<file path="src/rtl/aud_irq_pkg.sv">
package aud_irq_pkg;

    localparam int DATA_W = 32;
    localparam int ADDR_W = 4;

    // Sticky positions: 2..7, 9, 14..20
    localparam logic [DATA_W-1:0] STICKY_MASK = 32'h001F_C2FC;
    // Level positions: 0, 1, 8, 10
    localparam logic [DATA_W-1:0] LEVEL_MASK  = 32'h0000_0503;
    localparam logic [DATA_W-1:0] VALID_MASK  = STICKY_MASK | LEVEL_MASK;

    localparam logic [ADDR_W-1:0] ADDR_STATUS = 4'h4;
    localparam logic [ADDR_W-1:0] ADDR_ENABLE = 4'h3;

    typedef enum logic [1:0] {
        SEL_NONE   = 2'd0,
        SEL_STATUS = 2'd1,
        SEL_ENABLE = 2'd2
    } reg_sel_e;

    function automatic reg_sel_e decode_addr(input logic [ADDR_W-1:0] a);
        if (a == ADDR_STATUS)      return SEL_STATUS;
        else if (a == ADDR_ENABLE) return SEL_ENABLE;
        else                       return SEL_NONE;
    endfunction

endpackage

</file>
<file path="src/rtl/aud_irq_sticky.sv">
module aud_irq_sticky (
    input  logic clk,
    input  logic rst,
    input  logic set_i,
    input  logic clr_i,
    output logic q_o
);
    logic q_r;

    always_ff @(posedge clk) begin
        if (rst)        q_r <= 1'b0;
        else if (set_i) q_r <= 1'b1;   // event has priority over clear
        else if (clr_i) q_r <= 1'b0;
    end

    assign q_o = q_r;

    // event in the same cycle as a clear leaves the bit set
    a_r5_event_wins: assert property (@(posedge clk) disable iff (rst)
        set_i |=> q_o);
    // a set bit holds without a clear
    a_r2_sticky_hold: assert property (@(posedge clk) disable iff (rst)
        (q_o && !clr_i) |=> q_o);
    // a clear without an event drops the bit
    a_r3_clear_drops: assert property (@(posedge clk) disable iff (rst)
        (clr_i && !set_i) |=> !q_o);
endmodule

</file>
<file path="src/rtl/aud_irq_cfg.sv">
module aud_irq_cfg
    import aud_irq_pkg::*;
#(
    parameter int AW = ADDR_W,
    parameter int DW = DATA_W
) (
    input  logic          clk,
    input  logic          rst,
    input  logic [AW-1:0] reg_addr,
    input  logic          reg_wr,
    input  logic [DW-1:0] reg_wdata,
    output logic [DW-1:0] en_q,
    output logic [DW-1:0] clr_vec,
    output reg_sel_e      sel
);
    logic [DW-1:0] en_r;

    assign sel = decode_addr(reg_addr);

    always_ff @(posedge clk) begin
        if (rst)
            en_r <= '0;
        else if (reg_wr && sel == SEL_ENABLE)
            en_r <= reg_wdata & VALID_MASK;
    end

    always_comb begin
        clr_vec = '0;
        if (reg_wr && sel == SEL_STATUS)
            clr_vec = reg_wdata & STICKY_MASK;
    end

    assign en_q = en_r;

    // enable word changes only on a write to its address
    a_r7_enable_stable: assert property (@(posedge clk) disable iff (rst)
        !(reg_wr && reg_addr == ADDR_ENABLE) |=> $stable(en_q));
endmodule

</file>
<file path="src/rtl/aud_irq_ctrl.sv">
module aud_irq_ctrl
    import aud_irq_pkg::*;
#(
    parameter int AW = ADDR_W,
    parameter int DW = DATA_W
) (
    input  logic          clk,
    input  logic          rst,
    input  logic [DW-1:0] evt_pulse,
    input  logic [DW-1:0] lvl_src,
    input  logic [AW-1:0] reg_addr,
    input  logic          reg_wr,
    input  logic [DW-1:0] reg_wdata,
    output logic [DW-1:0] reg_rdata,
    output logic          irq_o
);
    logic [DW-1:0] en_q;
    logic [DW-1:0] clr_vec;
    logic [DW-1:0] sticky_q;
    logic [DW-1:0] status;
    reg_sel_e      sel;

    aud_irq_cfg #(.AW(AW), .DW(DW)) u_cfg (
        .clk       (clk),
        .rst       (rst),
        .reg_addr  (reg_addr),
        .reg_wr    (reg_wr),
        .reg_wdata (reg_wdata),
        .en_q      (en_q),
        .clr_vec   (clr_vec),
        .sel       (sel)
    );

    for (genvar i = 0; i < DW; i++) begin : g_bit
        if (STICKY_MASK[i]) begin : g_sticky
            aud_irq_sticky u_bit (
                .clk   (clk),
                .rst   (rst),
                .set_i (evt_pulse[i]),
                .clr_i (clr_vec[i]),
                .q_o   (sticky_q[i])
            );
        end else begin : g_none
            assign sticky_q[i] = 1'b0;
        end
    end

    logic unused_in;
    assign unused_in = ^{evt_pulse & ~STICKY_MASK, clr_vec & ~STICKY_MASK};

    assign status = sticky_q | (lvl_src & LEVEL_MASK);

    always_comb begin
        unique case (sel)
            SEL_STATUS: reg_rdata = status;
            SEL_ENABLE: reg_rdata = en_q;
            default:    reg_rdata = '0;
        endcase
    end

    assign irq_o = |(status & en_q);

    // with every enable bit low no interrupt is raised
    a_r8_irq_masked: assert property (@(posedge clk) disable iff (rst)
        (en_q == '0) |-> !irq_o);
endmodule

</file>
<file path="config.mk">
export PLATFORM = sky130hd
export DESIGN_NAME = aud_irq_ctrl
export DESIGN_NICKNAME = d
export VERILOG_FILES = /design/src/rtl/aud_irq_pkg.sv /design/src/rtl/aud_irq_sticky.sv /design/src/rtl/aud_irq_cfg.sv /design/src/rtl/aud_irq_ctrl.sv
export SDC_FILE = /design/constraint.sdc
export NUM_CORES = 1
export LEC_CHECK = 0
export BUFFER_PORTS_ARGS = -buffer_cell sky130_fd_sc_hd__buf_2
export CAP_MARGIN = 30
export CELL_PAD_IN_SITES_DETAIL_PLACEMENT = 1
export CELL_PAD_IN_SITES_GLOBAL_PLACEMENT = 1
export CORE_MARGIN = 2
export CORE_UTILIZATION = 27
export DETAILED_ROUTE_END_ITERATION = 10
export HOLD_SLACK_MARGIN = 0.1
export PLACE_DENSITY = 0.91
export SLEW_MARGIN = 20
export SYNTH_ARGS = -nofsm -noshare
export SYNTH_HDL_FRONTEND = slang
export SYNTH_SLANG_ARGS = --single-unit
</file>
<file path="constraint.sdc">
create_clock -name clk -period 2.1 [get_ports clk]
set_input_delay 0.105 -clock clk [delete_from_list [all_inputs] [get_ports clk]]
set_output_delay 0.105 -clock clk [all_outputs]
set_load 0.1 [all_outputs]
</file>
# Yosys cells after proc, flatten, opt, wreduce, memory -nomap -nowiden
# Cells that the tools add are included.
[totals] ff_bits=32 input_bits=103
[classes] eq_ne=4 mux=32 bitwise_logic=2 reduce_logical=17
[ops] cell="$pmux W32 S2" count=1
[ops] cell="$reduce_or A32 Y1" count=1
[ops] cell="$mux W1" count=28
[ops] cell="$reduce_bool A2 Y1" count=14
[ops] cell="$and A21 B21 Y21" count=1
[ops] cell="$mux W21" count=1
[ops] cell="$or A21 B11 Y21" count=1
[ops] cell="$eq A4 B2 Y1 const B" count=1
[ops] cell="$eq A4 B3 Y1 const B" count=1
[ops] cell="$mux W2" count=2
[ops] cell="$eq A2 B1 Y1 const B" count=1
[ops] cell="$eq A2 B2 Y1 const B" count=1
[ops] cell="$logic_and A1 B1 Y1" count=2

# Longest topological paths before layout
# Gate-level depths: netlist of the first run.
[logic_depth] word_depth=8 depth_mapped=6

# By module
# From an unflattened synthesis of the first run, not the netlist that was laid out.
[unflattened] cells_unflattened=261 hier_area_um2=2213.4
[by_module_without_submodules] module="aud_irq_cfg" instances=1 cells_per_inst=133 area_per_inst_um2=1207.4 seq_area_each_um2=360.3
[by_module_without_submodules] module="aud_irq_sticky" instances=14 cells_per_inst=4 area_per_inst_um2=38.8 seq_area_each_um2=20.0
[by_module_without_submodules] module="aud_irq_ctrl" instances=1 cells_per_inst=72 area_per_inst_um2=462.9 seq_area_each_um2=0.0

# Worst setup path after synthesis of the first run
# No wires, ideal clock.
[synth_timing] path_type="register -> output" startpoint="register u_cfg.en_r[7], in the netlist u_cfg.en_q[7]" endpoint="output port irq_o" arrival_time_ps=1748 required_ps=1995 slack_ps=247 stages_incl_launch_ff=5 cell_sequence="dfxtp_1 > a22o_1 > a221oi_1 > and3_1 > nand4_1"
[synth_between] elab_chain_cells=2
[synth_lines] item="start: declaration" line_no="aud_irq_cfg.sv:16" text="logic [DW-1:0] en_r;"
[synth_lines] item="start signal: assignment" line_no="aud_irq_cfg.sv:24" text="en_r <= reg_wdata & VALID_MASK;"
[synth_lines] item="$and A21 B21 Y21" line_no="aud_irq_ctrl.sv:61" text="assign irq_o = |(status & en_q);"
[synth_lines] item="$reduce_or A32 Y1" line_no="aud_irq_ctrl.sv:61"
[synth_lines] item="end: declaration" line_no="aud_irq_ctrl.sv:15" text="output logic irq_o"
# No other way between the ends.

# Final worst setup path of the first run
[layout_timing] startpoint="register g_bit[2].g_sticky.u_bit.q_r" endpoint="output port irq_o"
[layout_between] elab_chain_cells=3
[layout_lines] item="start: declaration" line_no="aud_irq_sticky.sv:8" text="logic q_r;"
[layout_lines] item="start signal: assignment" line_no="aud_irq_sticky.sv:11" text="if (rst) q_r <= 1'b0;"
[layout_lines] item="start signal: assignment" line_no="aud_irq_sticky.sv:12" text="else if (set_i) q_r <= 1'b1;"
[layout_lines] item="start signal: assignment" line_no="aud_irq_sticky.sv:13" text="else if (clr_i) q_r <= 1'b0;"
[layout_lines] item="$or A21 B11 Y21" line_no="aud_irq_ctrl.sv:51" text="assign status = sticky_q | (lvl_src & LEVEL_MASK);"
[layout_lines] item="$and A21 B21 Y21" line_no="aud_irq_ctrl.sv:61"
[layout_lines] item="$reduce_or A32 Y1" line_no="aud_irq_ctrl.sv:61"
# No other way between the ends.

==> flow_summary.yaml, run 1 <==
outcome:
  status: "complete, no violations"
timing:
  finalHoldViolCount: 0
  tns_ns: 0
  rsz0062_at_grt: "no"
  tightest_slew_ns: 0.6113
  max_slew_margin_pct: 59.25
  fmax_mhz: 538.5
  fin_skew_ns: 0
  setup_violations: 0
  drv_slew: 0
  fin_crit_sh_pct: 88.43
  min_period_ns: 1.857
floorplanning:
  rows: 27
  coreArea_sq_um: 5574
  die_h_um: 80.23
  ioPinCount: 136
  start_util_pct: 28.15
  die_w_um: 80.23
  dieArea_sq_um: 6437
setup_path:
  setup.worst_path.end_class: "primary output"
  startpoint_type: "register"
  path_class: "reg2out"
  arrival_ns: 1.75
  r2r_slack_ns: 1.42
  cp.required_ns: 2.00
  cp_max_fo: 3
routing:
  vias: 1686
  viasPerCell: 4.763
  drt_iter0_markers: 37
  first_pass_iters: 4
  drc: 0
  finalWirelength_mm: 5.227
  drt.antenna.violating_nets: 0
  wl_per_cell_um: 14.77
hold_path:
  hold_class: "in2reg"
clock_tree:
  ctsResizeCount: 0
  ctsHoldBuffers: 31
  htree_levels: 2
  clockBufferDepth: 2
  clock_latency_ns: 0.28
  cts.sinks: 32
  cts_tree: "done"
  postCtsSetupRepairBufs: 0
  cts.clk_slew.worst_paths_ns: 0.07
  cts_root_buffer: "clkbuf_8"
  cts_buffers: 5
finish:
  drive_gt1_share_pct: 26.60
  layout_common_cells: "43 x buf_2, 36 x nand2_1, 32 x a21oi_1, 32 x dfxtp_1, 32 x dlygate4sd3_1"
  nNetsFinal: 384
  area_growth_syn_to_layout_pct: 62.68
  final_common_cell: "buf_2"
  final_util_pct: 45.79
  diodes: 0
synth:
  synth_edf_count: 0
  synthArstFlopShare_pct: 0
  syn_inst: 189
  synth.distinct_cells: 20
  synth.avg_cell_area_sq_um: 8.302
  ys_seq_elements: 32
  ys_seq_area_share_pct: 40.83
  ys.flop_type: "dfxtp_1"
  ys_warn_count: 0
  netlist_area_sq_um: 1569
global_routing:
  grtUsageTotal_pct: 16.49
  grt_max_degree: 33
  grt_pass1_vias: 1726
  antenna_found_initial: 0
  grt_pass1_wl_mm: 8.066
  overflow: 0
placement:
  hpwl_mm: 3.532
  finalWeightedCongestion: 0.6843
  port_buffers: 61
power_and_ir_drop:
  swShare_pct: 31.90
  p_clk_share_pct: 32.5
  power.net_switching_mw: 0.4742
  p_leak_nw: 1.029
  powerDensity_nw_per_um2: 582.3
  seqPwrFrac_pct: 43.7
  power_frac_comb_pct: 23.8
  ir_drop_mv: 0.2716
  internal_power_mw: 1.012
flow_run:
  drv_cap: 0
-- state kept, by name (all words and copies together), names as in the netlist --
name                      count
g_bit.g_sticky.u_bit.q_o     14
u_cfg.en_q                   18
-- layout make-up --
class                           count  area (sq um)
Multi-Input combinational cell    143         778.2
Timing Repair Buffer               99         953.4
Fill cell                         662          3022
Sequential cell                    32         640.6
Tap cell                           72         90.09
Clock buffer                        8         90.09
-- worst max-delay path, stage by stage, from the launching register on --
cell      delay (ns)
dfxtp_1         0.33
a22o_1          0.24
a221oi_1        0.25
and3_1          0.23
nand4_1         0.09
buf_2           0.32
-- Yosys cell counts (3+ instances only) --
library cell   n  area [sq um]
a21oi_1       32         160.2
a221oi_1       3         26.28
a22o_1        21         183.9
a22oi_1        3         22.52
buf_2          3         15.01
buf_4         15         112.6
buf_6          5         56.30
clkbuf_1       3         11.26
dfxtp_1       32         640.6
nand2_1       36         135.1
nand3_1       14         70.07
nor2_1        14         52.55
-- power groups by stage --
| stage | logic [mW] | registers, mW | clock network (mW) |
|---|---|---|---|
| finish | 0.354 | 0.650 | 0.483 |
| global route | 0.373 | 0.652 | 0.524 |
| CTS | 0.351 | 0.650 | 0.502 |
| detailed placement | 0.306 | 0.663 | 0 |
| global placement | 0.301 | 0.661 | 0 |
| floorplan | 0.240 | 0.658 | 0 |
-- metal layers --
layer	share of wire, %	track usage (%)	vias up	wire [um]
met1	41	17.58	803	2169
met4	1.0	4.576	0	54
li1	-	-	820	-
met5	0	0	-	0
met3	3.9	3.258	7	206
met2	54	32.33	56	2798
-- cell families (layout without fill, tap and decap cells) --
kind of cell | after synthesis | after routing | share of synthesized area (%)
other | 1 | 14 | 0.2390
and+or+nand+nor | 70 | 70 | 21.21
AOI/OAI and AO/OA | 59 | 59 | 25.04
buffers and inverters | 27 | 107 | 12.68
DFF | 32 | 32 | 40.83
-- per-stage QoR --
stage                     power (mW)  area [sq um]  cells  hold slack [ns]  setup slack (ns)
final                          1.486          2552    354           0.3194            0.2430
after global routing           1.550          2552    354           0.3402            0.1082
after CTS                      1.502          2542    353           0.1014            0.2182
after detailed placement      0.9696          2142    314           0.3183            0.4717
after global placement        0.9621          2142    314           0.3103            0.4946
after floorplan               0.8974          1618    202           0.1741            0.2472
-- path summary, 6_finish.rpt --
kind | start | end | cells past startpoint
max reg2reg | u_cfg.en_q[8]$_SDFFE_PP0P_ | u_cfg.en_q[8]$_SDFFE_PP0P_ | 2
min | rst | g_bit[9].g_sticky.u_bit.q_o$_SDFFE_PP0P_ | 2
max | g_bit[2].g_sticky.u_bit.q_o$_SDFFE_PP0P_ | irq_o | 5
min reg2reg | u_cfg.en_q[15]$_SDFFE_PP0P_ | u_cfg.en_q[15]$_SDFFE_PP0P_ | 2
Power figures use the tool's default switching activity.
==> run 2: changes to the inputs <==
Settings changed: GPL_TIMING_DRIVEN from default to 0.
==> run 2 against run 1 <==
Non-clock buffer count rose by 21. Sequential power barely moved. Power rose by 2.0%. Flip-flop and latch count did not move. Clock skew did not move. Die area did not move. Critical path type unchanged. Largest cell class unchanged. Cell count rose by 5.9%. Combinational power rose by 2%. Global-route usage rose by 2.4 points. Largest power group unchanged. Register-to-register slack got worse by 0.47 ns.
==> flow_summary.yaml, run 2 (synthesis results as in run 1) <==
global_routing:
  met1_usage_pct: 20.36
  overflow: 0
  antenna_found_initial: 0
  grt_pass1_wl_mm: 9.190
  grt-busiest-layer: "met2"
  grt_max_degree: 11
  grt_pass1_vias: 1945
  grtUsageTotal_pct: 18.92
  grt_use_met3_pct: 5.281
  grtUsageMet2_pct: 35.92
timing:
  fin_skew_ns: 0
  setup_violations: 0
  tns_ns: 0
  drv_slew: 0
  min_period_ns: 1.862
  max_slew_margin_pct: 62.49
  fmax_mhz: 537.0
  fin_crit_sh_pct: 88.68
  finalHoldViolCount: 0
  tightest_slew_ns: 0.5627
  rsz0062_at_grt: "no"
finish:
  multi_input_area_sq_um: 778.2
  final_util_pct: 43.61
  largest_reg_flops: 18
  design_area_sq_um: 2431
  nNetsFinal: 405
  area_growth_syn_to_layout_pct: 54.94
  diodes: 0
  layout_common_cells: "63 x buf_2, 36 x nand2_1, 33 x dlygate4sd3_1"
  regArea_sq_um: 640.6
  final_common_cell: "buf_2"
  drive_gt1_share_pct: 30.69
  n_fill_cell: 691
hold_path:
  whs_path_depth: 4
  hold_class: "in2reg"
setup_path:
  cp_max_fo: 3
  startpoint_type: "register"
  ff2ff_path_depth: 3
  arrival_ns: 1.76
  setup.worst_path.end_class: "primary output"
  path_class: "reg2out"
  cp.required_ns: 2.00
floorplanning:
  rows: 27
  die_h_um: 80.23
  ioPinCount: 136
  die_w_um: 80.23
  start_util_pct: 28.15
  dieArea_sq_um: 6437
  coreArea_sq_um: 5574
power_and_ir_drop:
  p_leak_nw: 1.085
  powerDensity_nw_per_um2: 623.5
  ir_drop_mv: 0.3803
clock_tree:
  htree_levels: 2
  cts.clk_slew.worst_paths_ns: 0.07
  cts_root_buffer: "clkbuf_8"
  clock_latency_ns: 0.29
  ctsResizeCount: 0
  clockBufferDepth: 2
  postCtsSetupRepairBufs: 0
  cts.sinks: 32
  cts_tree: "done"
  cts_buffers: 5
routing:
  viasPerCell: 4.667
  finalWirelength_mm: 5.638
  drc: 0
  first_pass_iters: 4
  drt.antenna.violating_nets: 0
  vias: 1750
  drt_iter0_markers: 48
  wl_per_cell_um: 15.03
outcome:
  status: "complete, no violations"
flow_run:
  drv_cap: 0
placement:
  hpwl_mm: 3.912
  finalWeightedCongestion: 0.7969
  port_buffers: 60
  placed_cell_area_sq_um: 2008
-- run 2: cell count changes in the layout (fill, tap and decap cells not counted) --
cell,previous run,this run
buf_2,43,63
buf_12,19,0
buf_4,5,15
buf_6,0,5
clkinv_2,0,2
buf_1,0,1
clkbuf_1,2,3
dlygate4sd3_1,32,33
-- run 2: where the power goes --
part	internal (mW)	switching [mW]
logic	0.118	0.243
clock network	0.261	0.243
registers	0.631	0.0195
-- run 2: path summary, 6_finish.rpt --
path                            slack (ns)                                   endpoint                   startpoint
worst min register to register        0.47                 u_cfg.en_q[2]$_SDFFE_PP0P_   u_cfg.en_q[2]$_SDFFE_PP0P_
worst max-delay path                  0.24                                      irq_o   u_cfg.en_q[5]$_SDFFE_PP0P_
worst min-delay path                  0.15  g_bit[15].g_sticky.u_bit.q_o$_SDFFE_PP0P_                reg_wdata[15]
worst max register to register        0.95                u_cfg.en_q[15]$_SDFFE_PP0P_  u_cfg.en_q[15]$_SDFFE_PP0P_
-- run 2: cell type report --
type,count,area share [%]
multi-input combinational,143,32.01
sequential,32,26.35
timing repair buffer,93,25.94
buffer,27,8.183
tap,72,3.706
clock buffer,6,3.397
clock inverter,2,0.4117
-- run 2: routing by layer --
metal  wire length, um  share of wire [%]
met2              2941                 52
met5                 0                  0
met4                61                1.1
met3               277                4.9
met1              2358                 42
-- run 2: timing repair --
item / CTS / global route
endpoints found under the setup margin: 0 / 0
hold endpoints to repair: 32 / 0
hold buffers: 33 / 0
-- run 2: through the flow --
step                      power [mW]  instances  setup WS [ns]  hold WS [ns]
after floorplan               0.8974        202         0.2472        0.1741
after global placement        0.9697        334         0.4124        0.3102
after detailed placement      0.9753        334         0.3771        0.3197
after CTS                      1.525        375         0.2450        0.1444
after global routing           1.574        375         0.1552        0.1836
final                          1.516        375         0.2378        0.1519
-- run 2: worst max-delay path, cell delays in order (launching register included) --
cell,delay [ns]
dfxtp_1,0.33
a22o_1,0.23
a221oi_1,0.26
and3_1,0.25
nand4_1,0.08
buf_2,0.31
